## src/rtl/chgrp_pkg.sv

```systemverilog
package chgrp_pkg;

    localparam int GRP_CH     = 2;
    localparam int CTRL_BITS  = 5;
    localparam int CTRL_BYTE  = 8;

    typedef struct packed {
        logic mask_b;
        logic mask_a;
        logic g711;
        logic alaw;
        logic pwr;
    } grp_ctrl_t;

    typedef enum logic [1:0] {
        SEQ_OFF  = 2'd0,
        SEQ_INIT = 2'd1,
        SEQ_RUN  = 2'd2
    } seq_state_e;

    function automatic logic [CTRL_BYTE-1:0] ctrl_to_byte(input grp_ctrl_t c);
        return {{(CTRL_BYTE-CTRL_BITS){1'b0}}, c};
    endfunction

    function automatic grp_ctrl_t byte_to_ctrl(input logic [CTRL_BYTE-1:0] b);
        return grp_ctrl_t'(b[CTRL_BITS-1:0]);
    endfunction

    function automatic logic [GRP_CH-1:0] ctrl_masks(input grp_ctrl_t c);
        return {c.mask_b, c.mask_a};
    endfunction

endpackage

```

## src/rtl/chgrp_power_seq.sv

```systemverilog
module chgrp_power_seq
    import chgrp_pkg::*;
#(
    parameter int FRAMES = 2,
    localparam int CW = (FRAMES > 1) ? $clog2(FRAMES) : 1
) (
    input  logic clk,
    input  logic rst,
    input  logic pwr_req,
    input  logic frame_stb,
    output logic preset,
    output logic init_busy,
    output logic running,
    output logic bypass_on
);

    seq_state_e      state_q;
    logic [CW-1:0]   fcnt_q;
    logic            pwr_d_q;
    logic            byp_q;
    logic            rise;

    assign rise = pwr_req & ~pwr_d_q;

    always_ff @(posedge clk) begin
        if (rst) begin
            state_q <= SEQ_OFF;
            fcnt_q  <= '0;
            pwr_d_q <= 1'b0;
            byp_q   <= 1'b1;
        end else begin
            pwr_d_q <= pwr_req;
            if (frame_stb) begin
                byp_q <= ~pwr_req;
            end
            if (!pwr_req) begin
                state_q <= SEQ_OFF;
                fcnt_q  <= '0;
            end else if (rise) begin
                state_q <= SEQ_INIT;
                fcnt_q  <= '0;
            end else if (state_q == SEQ_INIT && frame_stb) begin
                if (fcnt_q == CW'(FRAMES - 1)) begin
                    state_q <= SEQ_RUN;
                    fcnt_q  <= '0;
                end else begin
                    fcnt_q  <= fcnt_q + 1'b1;
                end
            end
        end
    end

    assign preset    = rise;
    assign init_busy = (state_q == SEQ_INIT);
    assign running   = (state_q == SEQ_RUN);
    assign bypass_on = byp_q;

endmodule

```

## src/rtl/chgrp_win_regs.sv

```systemverilog
module chgrp_win_regs #(
    parameter int NCH   = 2,
    parameter int WIN_W = 6,
    parameter int DW    = 8,
    localparam int DEPTH = 1 << WIN_W,
    localparam int CH_W  = (NCH > 1) ? $clog2(NCH) : 1
) (
    input  logic             clk,
    input  logic             rst,
    input  logic             preset,
    input  logic             wr_en,
    input  logic [CH_W-1:0]  ch,
    input  logic [WIN_W-1:0] off,
    input  logic [DW-1:0]    wdata,
    output logic [DW-1:0]    rdata
);

    logic [DW-1:0] mem_q [NCH][DEPTH];

    function automatic logic [DW-1:0] dflt(input int unsigned o);
        return DW'(o) | (DW'(1) << (DW - 1));
    endfunction

    always_ff @(posedge clk) begin
        if (rst || preset) begin
            for (int c = 0; c < NCH; c++) begin
                for (int o = 0; o < DEPTH; o++) begin
                    mem_q[c][o] <= dflt(o);
                end
            end
        end else if (wr_en) begin
            mem_q[ch][off] <= wdata;
        end
    end

    assign rdata = mem_q[ch][off];

endmodule

```

## src/rtl/chgrp_frame_delay.sv

```systemverilog
module chgrp_frame_delay #(
    parameter int DW     = 8,
    parameter int STAGES = 2
) (
    input  logic          clk,
    input  logic          rst,
    input  logic          adv,
    input  logic [DW-1:0] din,
    output logic [DW-1:0] dout
);

    logic [DW-1:0] pipe_q [STAGES];

    always_ff @(posedge clk) begin
        if (rst) begin
            for (int s = 0; s < STAGES; s++) begin
                pipe_q[s] <= '0;
            end
        end else if (adv) begin
            pipe_q[0] <= din;
            for (int s = 1; s < STAGES; s++) begin
                pipe_q[s] <= pipe_q[s-1];
            end
        end
    end

    assign dout = pipe_q[STAGES-1];

endmodule

```

## src/rtl/chgrp_ctrl.sv

```systemverilog
module chgrp_ctrl
    import chgrp_pkg::*;
#(
    parameter int DW     = 8,
    parameter int WIN_W  = 6,
    parameter int FRAMES = 2,
    localparam int NCH    = GRP_CH,
    localparam int CH_W   = $clog2(NCH),
    localparam int ADDR_W = WIN_W + CH_W + 1
) (
    input  logic                     clk,
    input  logic                     rst,
    input  logic                     bus_wr,
    input  logic [ADDR_W-1:0]        bus_addr,
    input  logic [7:0]               bus_wdata,
    output logic [7:0]               bus_rdata,
    input  logic                     frame_stb,
    input  logic [NCH-1:0][DW-1:0]   rin,
    input  logic [NCH-1:0][DW-1:0]   sin,
    input  logic [NCH-1:0][DW-1:0]   ec_rout,
    input  logic [NCH-1:0][DW-1:0]   ec_sout,
    output logic [NCH-1:0][DW-1:0]   rout,
    output logic [NCH-1:0][DW-1:0]   sout,
    input  logic [NCH-1:0]           tone_irq_in,
    output logic [NCH-1:0]           tone_irq_out,
    output logic                     alaw_sel,
    output logic                     g711_sel,
    output logic [NCH-1:0]           ch_active,
    output logic [NCH-1:0]           coef_clr,
    output logic                     init_busy,
    output logic                     bypass_on
);

    grp_ctrl_t      ctrl_q;
    logic [7:0]     ctrl_byte;
    logic           sel_win;
    logic           preset;
    logic           running;
    logic           win_wr;
    logic [7:0]     win_rdata;
    logic [NCH-1:0] masks;

    assign sel_win   = bus_addr[ADDR_W-1];
    assign ctrl_byte = ctrl_to_byte(ctrl_q);
    assign masks     = ctrl_masks(ctrl_q);

    always_ff @(posedge clk) begin
        if (rst) begin
            ctrl_q <= '0;
        end else if (bus_wr && !sel_win) begin
            ctrl_q <= byte_to_ctrl(bus_wdata);
        end
    end

    chgrp_power_seq #(.FRAMES(FRAMES)) u_seq (
        .clk       (clk),
        .rst       (rst),
        .pwr_req   (ctrl_q.pwr),
        .frame_stb (frame_stb),
        .preset    (preset),
        .init_busy (init_busy),
        .running   (running),
        .bypass_on (bypass_on)
    );

    assign win_wr = bus_wr && sel_win && !init_busy;

    chgrp_win_regs #(.NCH(NCH), .WIN_W(WIN_W), .DW(8)) u_win (
        .clk    (clk),
        .rst    (rst),
        .preset (preset),
        .wr_en  (win_wr),
        .ch     (bus_addr[WIN_W +: CH_W]),
        .off    (bus_addr[WIN_W-1:0]),
        .wdata  (bus_wdata),
        .rdata  (win_rdata)
    );

    assign bus_rdata = sel_win ? win_rdata : ctrl_byte;

    genvar g;
    generate
        for (g = 0; g < NCH; g++) begin : g_ch
            logic [DW-1:0] r_dly;
            logic [DW-1:0] s_dly;

            chgrp_frame_delay #(.DW(DW), .STAGES(2)) u_rdly (
                .clk  (clk),
                .rst  (rst),
                .adv  (frame_stb),
                .din  (rin[g]),
                .dout (r_dly)
            );

            chgrp_frame_delay #(.DW(DW), .STAGES(2)) u_sdly (
                .clk  (clk),
                .rst  (rst),
                .adv  (frame_stb),
                .din  (sin[g]),
                .dout (s_dly)
            );

            assign rout[g]         = bypass_on ? r_dly : ec_rout[g];
            assign sout[g]         = bypass_on ? s_dly : ec_sout[g];
            assign tone_irq_out[g] = tone_irq_in[g] & ~masks[g];
            assign ch_active[g]    = running;
            assign coef_clr[g]     = init_busy;
        end
    endgenerate

    assign alaw_sel = ctrl_q.alaw;
    assign g711_sel = ctrl_q.g711;

endmodule

```

## config.mk

```make
export PLATFORM = sky130hd
export DESIGN_NAME = chgrp_ctrl
export DESIGN_NICKNAME = d
export VERILOG_FILES = /design/src/rtl/chgrp_pkg.sv /design/src/rtl/chgrp_power_seq.sv /design/src/rtl/chgrp_win_regs.sv /design/src/rtl/chgrp_frame_delay.sv /design/src/rtl/chgrp_ctrl.sv
export SDC_FILE = /design/constraint.sdc
export NUM_CORES = 1
export LEC_CHECK = 0
export BUFFER_PORTS_ARGS = -buffer_cell sky130_fd_sc_hd__buf_2
export CAP_MARGIN = 20
export CORE_MARGIN = 2
export CORE_UTILIZATION = 25
export CTS_CLUSTER_SIZE = 30
export DETAILED_ROUTE_END_ITERATION = 8
export GPL_TIMING_DRIVEN = 1
export PLACE_DENSITY = 0.41
export SLEW_MARGIN = 20
export SYNTH_ARGS = -nofsm -noshare
export SYNTH_HDL_FRONTEND = slang
export SYNTH_HIERARCHICAL = 1
export SYNTH_SLANG_ARGS = --single-unit
```

## constraint.sdc

```tcl
create_clock -name clk -period 3.2 [get_ports clk]
set_clock_uncertainty 0.2 [all_clocks]
set_input_delay 0.16 -clock clk [delete_from_list [all_inputs] [get_ports clk]]
set_output_delay 0.16 -clock clk [all_outputs]
set_load 0.01 [all_outputs]
```

==> impl_metrics.csv <==
group,metric,value,unit
sta,max-slew-margin-rel,0.184,
synthesis,synth-edff-count,1088,
global_route,grt_pass1_vias,30900,
clock_tree,path_clk_slew,0.06,ns
sta,setup_slack,-0.470,ns
global_route,grt_max_degree,68,
die,core-area,190000,µm²
synthesis,synth.largest_area_cell,"edfxtp_1",
die,die_area,195000,µm²
critical_path,cp-end-kind,"output port",
critical_path,critical-path-top-delay-family,"simple AND/OR/NAND/NOR gates",
drt,vias_per_cell,4.87,
sta,fmax,273,MHz
placement,io_buffer_count,135,
synthesis,synth_area_leaders,"edfxtp_1, mux4_2, mux2i_1",
critical_path,reg2reg_slack,0.15,ns
critical_path,critPathBufInv,2,
clock_tree,clock-sinks,1098,
sta,slew_viol_final,0,
synthesis,synth_flop_cell,"edfxtp_1",
final_layout,layout-drive-gt1-share,0.322,
global_route,antenna_found_initial,16,
critical_path,path_class,"flip-flop to output port",
die,dieWidth,442,µm
synthesis,syn-num-nets,3140,
critical_path,worstPathMaxFanout,1,
global_route,grt-ovfl-total,0,
critical_path,cp-start-kind,"flip-flop",
sta,holdWs,0.0616,ns
synthesis,synth_common_cells,"edfxtp_1, mux2i_1, or3_1",
critical_path,critPathRequiredTime,2.84,ns
clock_tree,cts-root-buf,"clkbuf_16",
drt,drcViolationCount,0,
synthesis,synthArstFlopShare,0,
sta,rsz0062_at_grt,"yes",
status,violations,"setup timing",
critical_path,worstPathCellList,"mux4_2 -> a22o_1 -> a211oi_2 -> buf_4 -> o221ai_4 -> or4_4 -> and2_4 -> buf_6",
clock_tree,clk_path_buf_depth,3,
clock_tree,clk_latency,0.77,ns
power,power.leakage,20.7,nW
final_layout,fill_cells,18700,
global_route,grt_pass1_wl,250,mm
drt,drt_iter0_drc,2782,
synthesis,avgSynthCellArea,15.7,µm²
synthesis,syn_inst,3054,
placement,gp_congestion,0.846,
sta,tns,-2.33,ns
synthesis,yosys_warnings,6,
sta,final.period_utilization,1.15,
synthesis,ys_types,63,
synthesis,synth_top_area_share,0.681,
die,pin_count,136,
global_route,grt_use_total,0.180,
die,initial_core_util,0.252,
drt,drtPass1Iterations,5,
die,die_height,442,µm
clock_tree,cts_buffers,121,
clock_tree,cts_tree,"yes",
placement,hpwl,119,mm
sta,finalSetupViolCount,8,
sta,hold_viol_final,0,
drt,drt_wl_total,178,mm
power,ir_drop,0.459,mV
synthesis,yosysSeqAreaShare,0.685,
drt,wl_per_cell,28.5,µm
sta,fin_crit,3.67,ns
power,p_per_area,559,nW/µm²
clock_tree,cts-htree-levels,3,
final_layout,fin_nets,3726,
drt,via_count,30500,
synthesis,ys_ff_latch,1098,
sta,worst_pin_slew,1.21,ns
final_layout,area_growth,26.5,%
die,fp-row-count,160,
critical_path,crit_arrival,3.31,ns
drt,ant_nets,0,
status,outcome,"finished, violations left",
critical_path,slowest_delay,0.56,ns
critical_path,slowest_stage,"or4_4",
run,maxCapViolCount,0,
synthesis,yosysMostFrequentCell,"edfxtp_1",
hold_path,min_path_type,"primary input to flip-flop",
synthesis,synth.cell_area,48000,µm²
-- placed cells by master, fill, tap and decap left out, types with 96 or more instances in the layout --
cell / instances
edfxtp_1: 1088
buf_4: 515
or3_1: 241
mux2i_1: 234
mux4_2: 144
and2_1: 132
o21ai_0: 125
clkbuf_16: 123
buf_2: 120
o22ai_1: 96
-- logic make-up (layout without fill, tap and decap cells) --
kind of cell | count (synthesis) | count (layout) | share of synthesized area
DFF | 1098 | 1098 | 0.685
and+or+nand+nor | 859 | 859 | 0.105
muxes | 431 | 431 | 0.131
AOI/OAI and AO/OA | 338 | 338 | 0.0425
buffers and inverters | 328 | 1017 | 0.0361
other | 0 | 4 | 0
-- what timing repair did --
| item | in CTS | in global routing |
|---|---|---|
| buffers inserted | 0 | 0 |
| pin swaps | 32 | 16 |
| endpoints found under the setup margin | 136 | 144 |
| endpoints found under the hold margin | 303 | 0 |
| hold buffers | 71 | 0 |
| resized for setup | 86 | 33 |
-- layer usage --
layer,vias to the layer above,wire (µm),GRT usage
li1,13100,-,-
met1,16100,81500,0.254
met2,962,83500,0.289
met3,222,8580,0.0237
met4,2,4880,0.0497
met5,-,13,0
-- per-stage QoR --
stage | setup slack (ns) | power (mW) | instance area (µm²) | std cells | utilization
CTS | -0.579 | 34.3 | 60500 | 6254 | 0.318
detailed placement | -0.684 | 20.1 | 55500 | 5960 | 0.292
global placement | -0.722 | 20.1 | 55500 | 5960 | 0.292
global route | -0.554 | 35.0 | 60700 | 6254 | 0.319
finish | -0.470 | 33.9 | 60700 | 6258 | 0.319
floorplan | 0.0816 | 18.2 | 48000 | 3054 | -
-- worst register-to-register path, delay by kind of cell, from the launching register on --
family | cells | cell delay (ns)
compound gates | 1 | 0.31
buf+inv | 4 | 0.93
flops | 1 | 0.34
simple gates | 4 | 0.99
-- worst paths after layout --
kind	from	endpoint	depth (start not counted)
setup / recovery	u_win/mem_q[0][37]	bus_rdata[5]	8
hold / removal	bus_addr[4]	u_win/mem_q[1][511]	6
hold reg to reg	alaw_sel	alaw_sel	2
setup reg to reg	u_seq/state_q[0]	u_win/mem_q[1][184]	9
-- report_power, final --
part           internal [mW]  leakage (nW)  switching, mW
Clock                   7.94          1.90           6.03
Combinational           1.33          9.01           2.08
Sequential              16.4          9.84          0.155
Total                   25.7          20.7           8.26
-- area by class of cell --
cell class | count | area [µm²] | area share
multi-input combinational | 1628 | 14000 | 0.231
timing repair buffer | 788 | 6750 | 0.111
antenna | 4 | 10.0 | 0.000165
clock buffer | 140 | 3140 | 0.0518
tap | 2511 | 3140 | 0.0518
inverter | 3 | 13.8 | 0.000227
sequential | 1098 | 32900 | 0.542
clock inverter | 86 | 741 | 0.0122
-- flip-flops by register name, summed over array words and instances (netlist names) --
register	cells
alaw_sel	1
ctrl_byte	3
g711_sel	1
g_ch.u_rdly/pipe_q	32
g_ch.u_sdly/pipe_q	32
u_seq/bypass_on	1
u_seq/fcnt_q	1
u_seq/pwr_d_q	1
u_seq/state_q	2
u_win/mem_q	1024
No activity file was read; power rests on OpenSTA's default activity.
